File: src/rtl/i2c_tgt_pkg.sv
// Shared types for the I2C target: protocol states and the bus event bundle.
package i2c_tgt_pkg;

    typedef enum logic [3:0] {
        T_IDLE,      // waiting for a start condition
        T_ADDR,      // shifting in the address byte
        T_ADDR_END,  // address complete, waiting for SCL low to answer
        T_ADDR_ACK,  // holding the address acknowledge
        T_WR,        // shifting in a write data byte
        T_WR_END,    // write byte complete, waiting for SCL low
        T_WR_ACK,    // holding the write acknowledge
        T_RD,        // sending a read data byte
        T_RD_ACK,    // released, sampling the controller acknowledge
        T_RD_NEXT,   // acknowledged, load next byte on SCL low
        T_SKIP       // not addressed or read ended; silent until start/stop
    } tgt_state_e;

    typedef struct packed {
        logic scl;       // synchronized SCL level
        logic sda;       // synchronized SDA level
        logic scl_rise;  // one-cycle pulse on SCL rising
        logic scl_fall;  // one-cycle pulse on SCL falling
        logic start;     // start or repeated start seen
        logic stop;      // stop seen
    } bus_ev_t;

endpackage

File: src/rtl/i2c_tgt_sync.sv
// Synchronizes the SCL and SDA pad inputs into the system clock domain and
// derives edge and bus-condition pulses.
// Assumes: STAGES >= 2, and the system clock is fast enough that each SCL
// phase lasts several clocks. An idle bus is high, so the flops reset to 1.
module i2c_tgt_sync
    import i2c_tgt_pkg::*;
#(
    parameter int STAGES = 2
) (
    input  logic    clk,
    input  logic    rst_n,
    input  logic    scl_i,
    input  logic    sda_i,
    output bus_ev_t ev
);

    logic [STAGES-1:0] scl_ff;
    logic [STAGES-1:0] sda_ff;
    logic              scl_d;
    logic              sda_d;
    logic              scl_now;
    logic              sda_now;

    // Synchronizer chains plus one history flop per line for edge detection.
    always_ff @(posedge clk) begin
        if (!rst_n) begin
            scl_ff <= '1;
            sda_ff <= '1;
            scl_d  <= 1'b1;
            sda_d  <= 1'b1;
        end else begin
            scl_ff <= {scl_ff[STAGES-2:0], scl_i};
            sda_ff <= {sda_ff[STAGES-2:0], sda_i};
            scl_d  <= scl_ff[STAGES-1];
            sda_d  <= sda_ff[STAGES-1];
        end
    end

    assign scl_now = scl_ff[STAGES-1];
    assign sda_now = sda_ff[STAGES-1];

    // Edge pulses and start/stop decode from current and previous levels.
    always_comb begin
        ev.scl      = scl_now;
        ev.sda      = sda_now;
        ev.scl_rise = scl_now & ~scl_d;
        ev.scl_fall = ~scl_now & scl_d;
        ev.start    = scl_now & scl_d & sda_d & ~sda_now;
        ev.stop     = scl_now & scl_d & ~sda_d & sda_now;
    end

endmodule

File: src/rtl/i2c_tgt_regfile.sv
// Byte-wide register file with one shared index, synchronous write and
// combinational read, so a byte can be loaded in the same cycle it is needed.
// Assumes: WORDS = 2**IDX_W entries. All entries clear on reset.
module i2c_tgt_regfile #(
    parameter int IDX_W  = 3,
    parameter int DATA_W = 8
) (
    input  logic              clk,
    input  logic              rst_n,
    input  logic              we,
    input  logic [IDX_W-1:0]  idx,
    input  logic [DATA_W-1:0] wdata,
    output logic [DATA_W-1:0] rdata
);

    localparam int WORDS = 1 << IDX_W;

    logic [DATA_W-1:0] mem_q [WORDS];

    // Storage: clear on reset, write one entry when enabled.
    always_ff @(posedge clk) begin
        if (!rst_n) begin
            for (int i = 0; i < WORDS; i++) begin
                mem_q[i] <= '0;
            end
        end else if (we) begin
            mem_q[idx] <= wdata;
        end
    end

    assign rdata = mem_q[idx];

endmodule

File: src/rtl/i2c_tgt_fsm.sv
// Protocol engine of the I2C target. It shifts in address and data bits on SCL
// rising edges, decides on address matches, acknowledges, streams read data
// MSB first, and keeps the register pointer (and, in bank mode, the bank).
// Assumes: bus events come from i2c_tgt_sync. SDA is only changed on an SCL
// falling event, and start/stop take priority over all other activity.
module i2c_tgt_fsm
    import i2c_tgt_pkg::*;
#(
    parameter logic [3:0] PREFIX    = 4'b1010,
    parameter bit         BANK_MODE = 1'b0,
    parameter int         REG_DEPTH = 8,
    parameter int         PTR_W     = $clog2(REG_DEPTH),
    parameter int         BANK_W    = 3,
    parameter int         IDX_W     = PTR_W + (BANK_MODE ? BANK_W : 0)
) (
    input  logic              clk,
    input  logic              rst_n,
    input  bus_ev_t           ev,
    input  logic [2:0]        strap_i,
    input  logic [7:0]        mem_rdata,
    output logic              mem_we,
    output logic [IDX_W-1:0]  mem_idx,
    output logic [7:0]        mem_wdata,
    output logic              sda_oe,
    output tgt_state_e        state_o
);

    localparam logic [3:0]       LAST_RX  = 4'd7;
    localparam logic [3:0]       LAST_TX  = 4'd8;
    localparam logic [PTR_W-1:0] PTR_LAST = PTR_W'(REG_DEPTH - 1);

    tgt_state_e       state_q;
    logic [3:0]       cnt_q;
    logic [6:0]       shift_q;
    logic [6:0]       tx_q;
    logic             oe_q;
    logic             match_q;
    logic             rw_q;
    logic             first_q;
    logic [PTR_W-1:0] ptr_q;
    logic [PTR_W-1:0] ptr_next;
    logic [7:0]       byte_in;
    logic             addr_hit;
    logic             addr_done;

    assign byte_in   = {shift_q, ev.sda};
    assign ptr_next  = (ptr_q == PTR_LAST) ? '0 : ptr_q + 1'b1;
    assign addr_hit  = (byte_in[7:4] == PREFIX) &&
                       (BANK_MODE || (byte_in[3:1] == strap_i));
    assign addr_done = (state_q == T_ADDR) && ev.scl_rise && (cnt_q == LAST_RX);

    // Bank selection variant: latch the address field or use a flat index.
    generate
        if (BANK_MODE) begin : g_bank
            logic [BANK_W-1:0] bank_q;

            // Bank register: captured from every completed address byte.
            always_ff @(posedge clk) begin
                if (!rst_n) begin
                    bank_q <= '0;
                end else if (!ev.start && !ev.stop && addr_done) begin
                    bank_q <= byte_in[3:1];
                end
            end

            assign mem_idx = {bank_q, ptr_q};
        end else begin : g_flat
            assign mem_idx = ptr_q;
        end
    endgenerate

    // Write strobe: the last bit of a non-pointer write byte stores the byte.
    always_comb begin
        mem_we    = (state_q == T_WR) && ev.scl_rise && (cnt_q == LAST_RX) &&
                    !first_q && !ev.start && !ev.stop;
        mem_wdata = byte_in;
    end

    // Main protocol sequencer.
    always_ff @(posedge clk) begin
        if (!rst_n) begin
            state_q <= T_IDLE;
            cnt_q   <= '0;
            shift_q <= '0;
            tx_q    <= '0;
            oe_q    <= 1'b0;
            match_q <= 1'b0;
            rw_q    <= 1'b0;
            first_q <= 1'b0;
            ptr_q   <= '0;
        end else if (ev.start) begin
            state_q <= T_ADDR;
            cnt_q   <= '0;
            oe_q    <= 1'b0;
        end else if (ev.stop) begin
            state_q <= T_IDLE;
            oe_q    <= 1'b0;
        end else begin
            if (ev.scl_rise) begin
                shift_q <= byte_in[6:0];
            end
            unique case (state_q)
                T_ADDR: begin
                    if (ev.scl_rise) begin
                        if (cnt_q == LAST_RX) begin
                            cnt_q   <= '0;
                            match_q <= addr_hit;
                            rw_q    <= byte_in[0];
                            state_q <= T_ADDR_END;
                        end else begin
                            cnt_q <= cnt_q + 4'd1;
                        end
                    end
                end
                T_ADDR_END: begin
                    if (ev.scl_fall) begin
                        if (match_q) begin
                            oe_q    <= 1'b1;
                            state_q <= T_ADDR_ACK;
                        end else begin
                            state_q <= T_SKIP;
                        end
                    end
                end
                T_ADDR_ACK: begin
                    if (ev.scl_fall) begin
                        cnt_q <= '0;
                        if (rw_q) begin
                            tx_q    <= mem_rdata[6:0];
                            oe_q    <= ~mem_rdata[7];
                            ptr_q   <= ptr_next;
                            state_q <= T_RD;
                        end else begin
                            oe_q    <= 1'b0;
                            first_q <= 1'b1;
                            state_q <= T_WR;
                        end
                    end
                end
                T_WR: begin
                    if (ev.scl_rise) begin
                        if (cnt_q == LAST_RX) begin
                            cnt_q   <= '0;
                            state_q <= T_WR_END;
                            if (first_q) begin
                                ptr_q   <= byte_in[PTR_W-1:0];
                                first_q <= 1'b0;
                            end else begin
                                ptr_q <= ptr_next;
                            end
                        end else begin
                            cnt_q <= cnt_q + 4'd1;
                        end
                    end
                end
                T_WR_END: begin
                    if (ev.scl_fall) begin
                        oe_q    <= 1'b1;
                        state_q <= T_WR_ACK;
                    end
                end
                T_WR_ACK: begin
                    if (ev.scl_fall) begin
                        oe_q    <= 1'b0;
                        state_q <= T_WR;
                    end
                end
                T_RD: begin
                    if (ev.scl_rise) begin
                        cnt_q <= cnt_q + 4'd1;
                    end else if (ev.scl_fall) begin
                        if (cnt_q == LAST_TX) begin
                            oe_q    <= 1'b0;
                            state_q <= T_RD_ACK;
                        end else begin
                            tx_q <= {tx_q[5:0], 1'b0};
                            oe_q <= ~tx_q[6];
                        end
                    end
                end
                T_RD_ACK: begin
                    if (ev.scl_rise) begin
                        state_q <= ev.sda ? T_SKIP : T_RD_NEXT;
                    end
                end
                T_RD_NEXT: begin
                    if (ev.scl_fall) begin
                        cnt_q   <= '0;
                        tx_q    <= mem_rdata[6:0];
                        oe_q    <= ~mem_rdata[7];
                        ptr_q   <= ptr_next;
                        state_q <= T_RD;
                    end
                end
                default: begin
                end
            endcase
        end
    end

    assign sda_oe  = oe_q;
    assign state_o = state_q;

endmodule

File: src/rtl/i2c_strap_target.sv
// Top of the I2C target. It joins the input synchronizer, the protocol engine
// and the register file.
// Assumes: an external open-drain pad pulls SDA low while sda_oe is 1. In
// bank mode strap_i is ignored. REG_DEPTH is a power of two.
module i2c_strap_target
    import i2c_tgt_pkg::*;
#(
    parameter logic [3:0] PREFIX      = 4'b1010,
    parameter bit         BANK_MODE   = 1'b0,
    parameter int         REG_DEPTH   = 8,
    parameter int         SYNC_STAGES = 2
) (
    input  logic       clk,
    input  logic       rst_n,
    input  logic       scl_i,
    input  logic       sda_i,
    input  logic [2:0] strap_i,
    output logic       sda_oe
);

    localparam int PTR_W  = $clog2(REG_DEPTH);
    localparam int BANK_W = 3;
    localparam int IDX_W  = PTR_W + (BANK_MODE ? BANK_W : 0);

    bus_ev_t          bus_ev;
    tgt_state_e       fsm_state;
    logic             mem_we;
    logic [IDX_W-1:0] mem_idx;
    logic [7:0]       mem_wdata;
    logic [7:0]       mem_rdata;
    logic             scl_sync;
    logic             start_seen;
    logic             stop_seen;

    i2c_tgt_sync #(
        .STAGES (SYNC_STAGES)
    ) u_sync (
        .clk   (clk),
        .rst_n (rst_n),
        .scl_i (scl_i),
        .sda_i (sda_i),
        .ev    (bus_ev)
    );

    i2c_tgt_fsm #(
        .PREFIX    (PREFIX),
        .BANK_MODE (BANK_MODE),
        .REG_DEPTH (REG_DEPTH),
        .PTR_W     (PTR_W),
        .BANK_W    (BANK_W),
        .IDX_W     (IDX_W)
    ) u_fsm (
        .clk       (clk),
        .rst_n     (rst_n),
        .ev        (bus_ev),
        .strap_i   (strap_i),
        .mem_rdata (mem_rdata),
        .mem_we    (mem_we),
        .mem_idx   (mem_idx),
        .mem_wdata (mem_wdata),
        .sda_oe    (sda_oe),
        .state_o   (fsm_state)
    );

    i2c_tgt_regfile #(
        .IDX_W  (IDX_W),
        .DATA_W (8)
    ) u_regs (
        .clk   (clk),
        .rst_n (rst_n),
        .we    (mem_we),
        .idx   (mem_idx),
        .wdata (mem_wdata),
        .rdata (mem_rdata)
    );

    assign scl_sync   = bus_ev.scl;
    assign start_seen = bus_ev.start;
    assign stop_seen  = bus_ev.stop;

endmodule

File: config.mk
export PLATFORM = sky130hd
export DESIGN_NAME = i2c_strap_target
export DESIGN_NICKNAME = d
export VERILOG_FILES = /design/src/rtl/i2c_tgt_pkg.sv /design/src/rtl/i2c_tgt_sync.sv /design/src/rtl/i2c_tgt_regfile.sv /design/src/rtl/i2c_tgt_fsm.sv /design/src/rtl/i2c_strap_target.sv
export SDC_FILE = /design/constraint.sdc
export NUM_CORES = 1
export LEC_CHECK = 0
export BUFFER_PORTS_ARGS = -buffer_cell sky130_fd_sc_hd__buf_4
export CAP_MARGIN = 20
export CORE_MARGIN = 2
export CORE_UTILIZATION = 65
export CTS_BUF_LIST = sky130_fd_sc_hd__clkbuf_2
export CTS_CLUSTER_DIAMETER = 50
export DETAILED_ROUTE_END_ITERATION = 8
export GPL_TIMING_DRIVEN = 0
export HOLD_SLACK_MARGIN = 0.02
export PLACE_DENSITY_LB_ADDON = 0.1
export SYNTH_ARGS = -nofsm -noshare
export SYNTH_HDL_FRONTEND = slang
export SYNTH_SLANG_ARGS = --single-unit
File: constraint.sdc
create_clock -name clk -period 2.6 [get_ports clk]
set_clock_uncertainty 0.1 [all_clocks]
set_input_delay 0.78 -clock clk [delete_from_list [all_inputs] [get_ports clk]]
set_output_delay 0.78 -clock clk [all_outputs]
set_load 0.005 [all_outputs]
# Yosys cells after proc, flatten, opt, wreduce, memory -nomap -nowiden

Memory sizes are Yosys's and may differ from the RTL's. A register that Yosys moved wholly into a read port is not among the register bits.
Cells that the tools add are included.

Flip-flop bits (word level): 35
Bits in writable memories: 64
Bits of input ports: 7
Output and inout port bits: 1
Word-level logic and storage cells: 174
Memories kept: 1

Memories:

| name         | words | width | read ports | clocked after Yosys merged registers in | wr ports | RTL line              | text |
|---|---|---|---|---|---|---|---|
| u_regs.mem_q | 8     | 8     | 1          | 1                                       | 8        | i2c_tgt_regfile.sv:18 | `logic [DATA_W-1:0] mem_q [WORDS];` |

Add/subtract/negate cells: 2
Equality and inequality tests: 47
Multiplexer cells: 64
Bitwise gates (word level): 16
Reduce and logical (&&, ||, !) cells: 30

Operators with widths:

| cell                                                                   | count |
|---|---|
| 4-bit two-way mux                                                      | 18 |
| 7-bit two-way mux                                                      | 6 |
| 4-bit != test (second input constant)                                  | 9 |
| 4-bit case mux with 9 select lines                                     | 1 |
| 3-bit two-way mux                                                      | 10 |
| 14-bit AND reduction                                                   | 2 |
| 2-bit != test (second input constant)                                  | 11 |
| 1-bit two-way mux                                                      | 21 |
| 7-bit case mux with 3 select lines                                     | 1 |
| 4-bit by 3-bit equality test with 1-bit output (second input constant) | 5 |
| 2-bit by 1-bit != test with 1-bit output (second input constant)       | 9 |
| 9-bit AND reduction                                                    | 2 |
| 4-bit equality test (second input constant)                            | 4 |
| 4-bit by 3-bit != test with 1-bit output (second input constant)       | 4 |
| 4-bit case mux with 3 select lines                                     | 1 |
| 11-bit nonzero test                                                    | 1 |
| 5-bit AND reduction                                                    | 2 |
| 1-bit NOT                                                              | 9 |
| 3-bit case mux with 3 select lines                                     | 1 |
| 3-bit nonzero test                                                     | 3 |
| 9-bit nonzero test                                                     | 1 |
| 4-bit by 2-bit equality test with 1-bit output (second input constant) | 2 |
| 8-bit two-way mux                                                      | 1 |
| 8-bit AND reduction                                                    | 1 |
| other kinds (18)                                                       | 34 |

# Logic depth before layout (Yosys ltp)

Gate-level depths: netlist of the first run.

Depth after elaboration: 12
Depth in mapped cells: 8
Depth with buffers taken out: 7

# Cells and area by module

From an unflattened synthesis of the first run, not the netlist that was laid out.

Cells, all modules: 441
Area, all modules: 5,151.2 um^2

Modules (own cells, without submodules):

| module          | times used | cells each | area an instance (um^2) | sequential area each (um^2) |
|---|---|---|---|---|
| i2c_tgt_regfile | 1          | 199        | 3,022.9                 | 1,921.8 |
| i2c_tgt_fsm     | 1          | 224        | 1,923.1                 | 580.6 |
| i2c_tgt_sync    | 1          | 18         | 205.2                   | 120.1 |

# Worst setup path before layout of the first run

OpenSTA, ideal clock, no wires.

Path type: reg-to-reg
From: register u_fsm.state_q[3], in the netlist u_fsm.state_o[3]
To: memory u_regs.mem_q[5][0], enable pin
Setup time: 334 ps
Arrival time: 1,724 ps
Required time: 2,166 ps
Slack: 441 ps
Stages on the path, launching flop included: 8
Buffers on the path: 2
Clock period less this slack: 2,159 ps
Path through: dfxtp_1 nor4b_4 nand3_2 nor3_2 buf_4 and3_1 buf_4 nand2b_1

RTL lines:

| element                | RTL line              | text |
|---|---|---|
| from (decl)            | i2c_tgt_fsm.sv:32     | `tgt_state_e state_q;` |
| from (signal assigned) | i2c_tgt_fsm.sv:183    | `state_q <= ev.sda ? T_SKIP : T_RD_NEXT;` |
| to (decl)              | i2c_tgt_regfile.sv:18 |  |

==> flow_summary.toml, run 1 <==
[status]
status = "completed"

[finish]
drive_gt1_share_pct = 16.8
layout.nets = 488
fin_area_sq_um = 5530
final_core_util_pct = 71.5
stdcell_count = 584
antennaDiodeCount = 0
synthToLayoutAreaGrowth_pct = 6.82

[floorplanning]
core_sq_um = 7730
die_area_sq_um = 8690
rows = 32
die_w_um = 93.2
dieHeight_um = 93.2
ioPinCount = 8
start_util_pct = 66.9

[routing]
routed_wl_mm = 11.1
antenna_left = 0
drc = 0
drtIter0Drc = 302
vias = 3612
routedWlPerCell_um = 19.0
firstDrtPassIters = 4
vias_per_cell = 6.18

[grt]
grt_pass1_wl_mm = 18.1
grt_pass1_vias = 3516
grt_max_degree = 21
grt_antenna_before_repair = 0
track_usage_pct = 27.7
grt_overflow = 0

[logic_synthesis]
synth_edf_count = 64
synth_common_cells = "edfxtp_1, and2_1, dfxtp_1, nand2_1, and3_1"
syn-num-nets = 468
ys_seq_area_share_pct = 51.9
synth_most_common_cell = "edfxtp_1"
syn-cell-area_sq_um = 5170
yosys.area.top_type = "edfxtp_1"
ys_types = 64
netlist.area_leader.share_pct = 37.2
ys_top_cells_by_area = "edfxtp_1, dfxtp_1, mux4_2"
ys.flop_type = "edfxtp_1"
syn_avg_cell_area_sq_um = 11.3
netlist_instances = 457
synth-seq-cells = 102
async_flop_share_pct = 0
yosys_warnings = 0

[job]
cap_violations = 0

[sta]
maxSlewHeadroom_pct = 52.1
timing.hold.ws_ns = 0.224
rsz0062_at_grt = "no"
slew_violations = 0
fin_crit_sh_pct = 94.4
fin_crit_ns = 2.45
fmax_mhz = 408
worst_pin_slew_ns = 0.718
finalSetupViolCount = 0
hold_viol = 0

[setup_path]
worstSetupEndpointType = "register"
start_kind = "register"
cp.arrival_ns = 2.64
path_class = "reg -> reg"
cp-startpoint = "u_fsm.cnt_q[0]"
reg2reg_from = "u_fsm.cnt_q[0]"
worstPathMaxFanout = 10
crit_required_ns = 2.78

[clock_network]
numCtsBuffers = 9
cts.sinks = 102
cts_htree_levels = 3
clk_pin_slew_ns = 0.32
cts_tree = "built"
holdBufCountCts = 0
cts-root-buf = "clkbuf_2"
max-clock-path-buffers = 2
clk_latency_ns = 0.60

[placed_design]
dp_hpwl_mm = 7.82
port_buffers = 7
place_area_sq_um = 5350
place.gp.congestion = 0.954
place_inst = 566

[worst_hold_path]
min_from = "scl_i"
holdCritPathClass = "in -> reg"

[pwr]
vdd_drop_max_mv = 0.379
p_per_area_nw_per_um2 = 552
p_leak_nw = 2.00
[cell families (layout without fill, tap and decap cells)]
group / count (synthesis) / in the layout / synth area share (%)
XOR/XNOR: 7 / 7 / 1.33
multiplexers: 26 / 26 / 8.90
adder cells (fa/ha/maj): 4 / 4 / 0.968
buffers and inverters: 45 / 70 / 4.35
AO/OA/AOI/OAI: 81 / 81 / 10.7
AND/OR/NAND/NOR: 192 / 192 / 21.9
flip-flops: 102 / 102 / 51.9
[routing by layer]
layer  track usage [%]  vias up  part of all wire, %
met5                 0        -                    0
met4              7.48        0                  1.0
met3              6.04       10                  6.0
met2              43.1      108                   48
met1              40.0     1782                   45
li1                  -     1712                    -
[layout by cell type (no fill, tap or decap), drive strengths merged, types with 11 or more instances in the layout]
cell and instances:
a21oi 19, and3 21, nor2 18, dfxtp 38, and2 49, edfxtp 64
clkbuf 23, nand2b 18, buf 33, inv 11, nand2 36, mux4 16
a21boi 12, o21ai 13
[worst max-delay path: stages (launching register included)]
cell and delay [ns]:
dfxtp_1 0.45, ha_1 0.21, and3b_1 0.26, nand3_2 0.15
nor3_2 0.19, buf_4 0.20, and3_1 0.16, buf_4 0.16
nand2b_2 0.27
[worst paths after layout]
check,slack [ns],cells after the start,to
min reg2reg,0.37,1,u_sync.scl_ff[1]
max reg2reg,0.15,8,u_regs.mem_q[2][1]
max,0.15,8,u_regs.mem_q[2][1]
min,0.22,2,u_sync.scl_ff[0]
[where the power goes]
part           internal (mW)  leakage (nW)  switching [mW]
logic                  0.152          1.00           0.231
clock network          0.256        0.0837           0.598
registers               1.78         0.915          0.0303
total                   2.19          2.00           0.860
[registers in the layout, summed over array words and instances, names as in the netlist, named ones only]
signal	count
u_regs.mem_q	64
u_fsm.shift_q	7
u_fsm.tx_q	7
u_fsm.cnt_q	4
u_fsm.state_o	4
u_fsm.mem_idx	3
u_sync.scl_ff	2
u_sync.sda_ff	2
u_fsm.first_q	1
u_fsm.match_q	1
u_fsm.rw_q	1
u_fsm.sda_oe	1
u_sync.scl_d	1
u_sync.sda_d	1
[metrics by stage]
step	power, mW	setup TNS, ns	setup slack, ns
floorplan	2.12	0	0.441
global placement	2.21	-5.37	-0.168
detailed placement	2.22	-6.32	-0.172
CTS	3.05	0	0.0387
global route	3.17	0	0.0115
finish	3.05	0	0.146
[what timing repair did]
item / in CTS / in global routing
gates resized for setup: 5 / 1
endpoints found under the setup margin: 33 / 30
pin swaps: 1 / 1
buffers inserted: 0 / 2
hold endpoints to repair: 0 / 0
[final cells by class]
class / count / area, sq um
sequential: 102 / 2680
multi-input combinational: 310 / 2280
fill: 569 / 2200
buffer: 38 / 199
tap: 102 / 128
clock inverter: 7 / 95.1
timing repair buffer: 9 / 67.6
clock buffer: 9 / 45.0
inverter: 7 / 26.3
Note: power is estimated with default switching activity, not from simulation.
==> run 2, diff against run 1 <==
- PLACE_DENSITY: not set -> 0.82
- PLACE_DENSITY_LB_ADDON: 0.1 -> not set
==> flow_summary.toml, run 2 (synthesis results as in run 1) <==
[pwr]
p_comb_share_pct = 13.3
power.total_mw = 2.87
power.share.clock_pct = 23.6
p_per_area_nw_per_um2 = 524
p_sw_mw = 0.801
p_int_mw = 2.07
switching_share_pct = 27.9
p_leak_nw = 1.99
p_seq_share_pct = 63.2
vdd_drop_max_mv = 0.311

[setup_path]
worstSetupEndpointType = "register"
r2r_end = "u_regs.mem_q[3][6]"
crit_path_cell_trace = "ha_1 -> and3b_1 -> nand3_2 -> nor3_2 -> and4b_1 -> buf_2 -> nand2b_1"
reg2reg_from = "u_fsm.cnt_q[0]"
cp.arrival_ns = 2.60
crit_slowest_cell = "dfxtp_1"
cp-startpoint = "u_fsm.cnt_q[0]"
worstPathMaxFanout = 9
regToRegSetupSlack_ns = 0.14
crit_path_end = "u_regs.mem_q[3][6]"
r2r_cells = 7
cp_slowest_stage_delay_ns = 0.45
crit_required_ns = 2.74
path_class = "reg -> reg"
start_kind = "register"

[sta]
hold_viol = 0
slew_violations = 0
fin_crit_ns = 2.46
fin_crit_sh_pct = 94.4
timing.hold.ws_ns = 0.288
fmax_mhz = 407
rsz0062_at_grt = "no"
maxSlewHeadroom_pct = 54.6
finalSetupViolCount = 0
worst_pin_slew_ns = 0.681
fin_ws_ns = 0.145

[clock_network]
holdBufCountCts = 0
max-clock-path-buffers = 2
clk_latency_ns = 0.56
numCtsBuffers = 9
cts_tree = "built"
cts_htree_levels = 3
cts.sinks = 102
cts-root-buf = "clkbuf_2"
clk_pin_slew_ns = 0.27

[routing]
drtIter0Drc = 351
antenna_left = 0
drc = 0
firstDrtPassIters = 5
vias_per_cell = 6.16
routed_wl_mm = 11.3
vias = 3590
routedWlPerCell_um = 19.4

[grt]
grt_pass1_vias = 3572
grt_pass1_wl_mm = 18.1
grt_max_degree = 18
grt_antenna_before_repair = 0
grt_overflow = 0
track_usage_pct = 28.2

[finish]
mostFrequentLayoutCell = "edfxtp_1"
fin_area_sq_um = 5470
layout.nets = 487
top_regs = "u_regs.mem_q: 64 flops, u_fsm.shift_q: 7 flops, u_fsm.tx_q: 7 flops"
fillers = 560
final_cell_mix = "edfxtp_1, and2_1, dfxtp_1"
top_register = "u_regs.mem_q"
synthToLayoutAreaGrowth_pct = 5.81
final_core_util_pct = 70.8
antennaDiodeCount = 0
largest_reg_flops = 64
drive_gt1_share_pct = 16.4

[placed_design]
pre_cts_ws_ns = -0.143
place.gp.congestion = 0.926
dp_hpwl_mm = 8.05
port_buffers = 7
place_area_sq_um = 5350

[floorplanning]
die_area_sq_um = 8690
die_w_um = 93.2
dieHeight_um = 93.2
rows = 32
ioPinCount = 8
start_util_pct = 66.9
core_sq_um = 7730

[status]
status = "completed"

[job]
cap_violations = 0

[worst_hold_path]
holdCritPathClass = "in -> reg"
run 2: cell types whose count changed in the layout (fill, tap and decap cells not counted), sizes merged:
cell / change
buf: -1
bufinv: -1
inv: +1
run 2: worst min-delay path by stage:
stage	startpoint	endpoint	slack, ns	cells past startpoint
finish	sda_i	u_sync.sda_ff[0]	0.29	2
global route	sda_i	u_sync.sda_ff[0]	0.23	2
CTS	sda_i	u_sync.sda_ff[0]	0.27	2
detailed placement	u_sync.sda_ff[0]	u_sync.sda_ff[1]	0.30	1
global placement	u_sync.sda_ff[0]	u_sync.sda_ff[1]	0.29	1
floorplan	u_sync.scl_ff[0]	u_sync.scl_ff[1]	0.29	1
run 2: power groups by stage:
stage	clock (mW)	sequential (mW)	combinational (mW)
6_report	0.676	1.81	0.380
4_1_cts	0.673	1.81	0.373
3_3_place_gp	0	1.84	0.365
3_5_place_dp	0	1.85	0.372
5_1_grt	0.738	1.82	0.417
2_1_floorplan	0	1.83	0.287
run 2: timing repair:
action	4_1_cts	5_1_grt
buffers inserted	1	0
resized for setup	0	6
setup endpoints to repair	48	48
pin swaps	1	0
endpoints found under the hold margin	0	0
run 2: layer usage:
layer  share of wire (%)  up-vias  global-route usage, %
li1                    -     1704                      -
met1                  44     1729                   38.7
met2                  48      143                   45.7
met3                 7.3       14                   5.96
met4                 1.5        0                   8.21
met5                   0        -                      0
run 2: final cells by class:
class                   count  area [sq um]  share of cell area (%)
clock buffers               9          45.0                   0.823
clock inverters             7          46.3                   0.846
flip-flops and latches    102          2680                    49.0
plain buffers              38           199                    3.64
repair buffers              8          60.1                    1.10
inverters                   7          26.3                   0.480
well taps                 102           128                    2.33
multi-input cells         310          2290                    41.8
run 2: worst max-delay path, delay by kind of cell, from the launching register on:
kind / cells / cell delay, ns
simple gates: 5 / 1.19
flops: 1 / 0.45
fa+ha+maj: 1 / 0.21
buf+inv: 1 / 0.19
run 2: metrics by stage:
stage                     cells  TNS [ns]
after CTS                   583         0
after global routing        583         0
after floorplan             457         0
after global placement      566     -4.23
final                       583         0
after detailed placement    566     -5.42
==> run 3, diff against run 2 <==
- CORE_ASPECT_RATIO: not set -> 1.25
- CORE_MARGIN: 2 -> not set
==> flow_summary.toml, run 3 (synthesis results as in run 1) <==
[pwr]
p_leak_nw = 1.98
vdd_drop_max_mv = 0.340
p_per_area_nw_per_um2 = 518
power.total_mw = 2.82

[routing]
vias_per_cell = 6.38
vias = 3681
routedWlPerCell_um = 20.6
drtIter0Drc = 287
drc = 0
antenna_left = 0
firstDrtPassIters = 5
routed_wl_mm = 11.9

[grt]
track_usage_pct = 31.9
grt_overflow = 0
grt_pass1_wl_mm = 18.7
grt_antenna_before_repair = 0
grt_pass1_vias = 3621
grt_max_degree = 16

[sta]
fmax_mhz = 415
rsz0062_at_grt = "no"
fin_crit_ns = 2.41
finalSetupViolCount = 0
hold_viol = 0
worst_pin_slew_ns = 0.691
slew_violations = 0
fin_crit_sh_pct = 92.6
maxSlewHeadroom_pct = 53.9
setup_tns_ns = 0

[floorplanning]
die_w_um = 81.8
rows = 36
dieHeight_um = 102
core_sq_um = 7750
start_util_pct = 66.8
ioPinCount = 8
die_area_sq_um = 8320

[setup_path]
crit_required_ns = 2.79
worstSetupEndpointType = "register"
path_class = "reg -> reg"
worstPathMaxFanout = 9
crit_slowest_cell = "dfxtp_1"
cp_slowest_stage_delay_ns = 0.41
cp.arrival_ns = 2.59
r2r_cells = 6
start_kind = "register"
crit_path_cell_trace = "nor4b_4 -> nand3_2 -> nor3_2 -> and4b_1 -> buf_2 -> nand2b_1"

[placed_design]
place_inst = 559
place.gp.congestion = 0.943
port_buffers = 7
dp_hpwl_mm = 8.78

[worst_hold_path]
hold_depth = 2
holdCritPathClass = "in -> reg"

[finish]
synthToLayoutAreaGrowth_pct = 5.42
mostFrequentLayoutCell = "edfxtp_1"
top_register = "u_regs.mem_q"
final_cell_mix = "edfxtp_1, and2_1, dfxtp_1"
stdcell_count = 577
drive_gt1_share_pct = 16.2
antennaDiodeCount = 0
top_regs = "u_regs.mem_q: 64 flops, u_fsm.shift_q: 7 flops, u_fsm.tx_q: 7 flops"
layout.nets = 488
largest_reg_flops = 64
fillers = 573

[job]
cap_violations = 0

[status]
status = "completed"

[clock_network]
cts-root-buf = "clkbuf_2"
numCtsBuffers = 9
cts_tree = "built"
clk_pin_slew_ns = 0.25
cts_htree_levels = 3
clk_latency_ns = 0.60
cts.sinks = 102
max-clock-path-buffers = 2
==> run 3: metrics by stage <==
stage               setup WS, ns  hold slack, ns  util, %  area (sq um)
floorplan                  0.441           0.286        -          5170
global placement         -0.0849           0.288     69.0          5340
detailed placement        -0.104           0.302     69.0          5340
CTS                       0.0725           0.240     70.1          5430
global route              0.0136           0.228     70.4          5450
finish                     0.193           0.252     70.4          5450
==> run 3: timing repair <==
action                                  4_1_cts  5_1_grt
resized for setup                             0        5
endpoints found under the hold margin         0        0
hold buffers                                  0        0
endpoints found under the setup margin       40       56
pin swaps                                     1        1
setup buffers                                 1        1
==> run 3: worst max-delay path, delay by kind of cell (launching register included) <==
kind | cells | cell delay [ns]
buffers and inverters | 1 | 0.18
AND/OR/NAND/NOR | 5 | 1.40
flip-flops | 1 | 0.41
==> run 3: worst paths after layout <==
kind               startpoint            endpoint  slack (ns)
max          u_fsm.state_o[1]  u_regs.mem_q[3][5]        0.19
min                     sda_i    u_sync.sda_ff[0]        0.25
max reg2reg  u_fsm.state_o[1]  u_regs.mem_q[3][5]        0.19
min reg2reg  u_sync.scl_ff[0]    u_sync.scl_ff[1]        0.34
==> run 3: area by class of cell <==
| cell class | instances | area (sq um) | share of cell area (%) |
|---|---|---|---|
| multi-input cells | 310 | 2280 | 41.8 |
| clock buffers | 10 | 50.0 | 0.918 |
| repair buffers | 9 | 67.6 | 1.24 |
| clock inverters | 6 | 28.8 | 0.528 |
| inverters | 7 | 26.3 | 0.482 |
| flip-flops and latches | 102 | 2680 | 49.2 |
| well taps | 95 | 119 | 2.18 |
| plain buffers | 38 | 199 | 3.65 |
==> run 3: power by group <==
part | internal, mW | switching, mW | leakage, nW
combinational | 0.151 | 0.229 | 1.00
clock | 0.118 | 0.509 | 0.0569
sequential | 1.78 | 0.0353 | 0.915
==> run 3: layer usage <==
| layer | vias up | GRT usage, % | wire (um) |
|---|---|---|---|
| li1 | 1697 | - | - |
| met1 | 1771 | 36.0 | 4480 |
| met2 | 160 | 53.3 | 6040 |
| met3 | 53 | 7.57 | 697 |
| met4 | 0 | 20.9 | 660 |
| met5 | - | 0 | 0 |
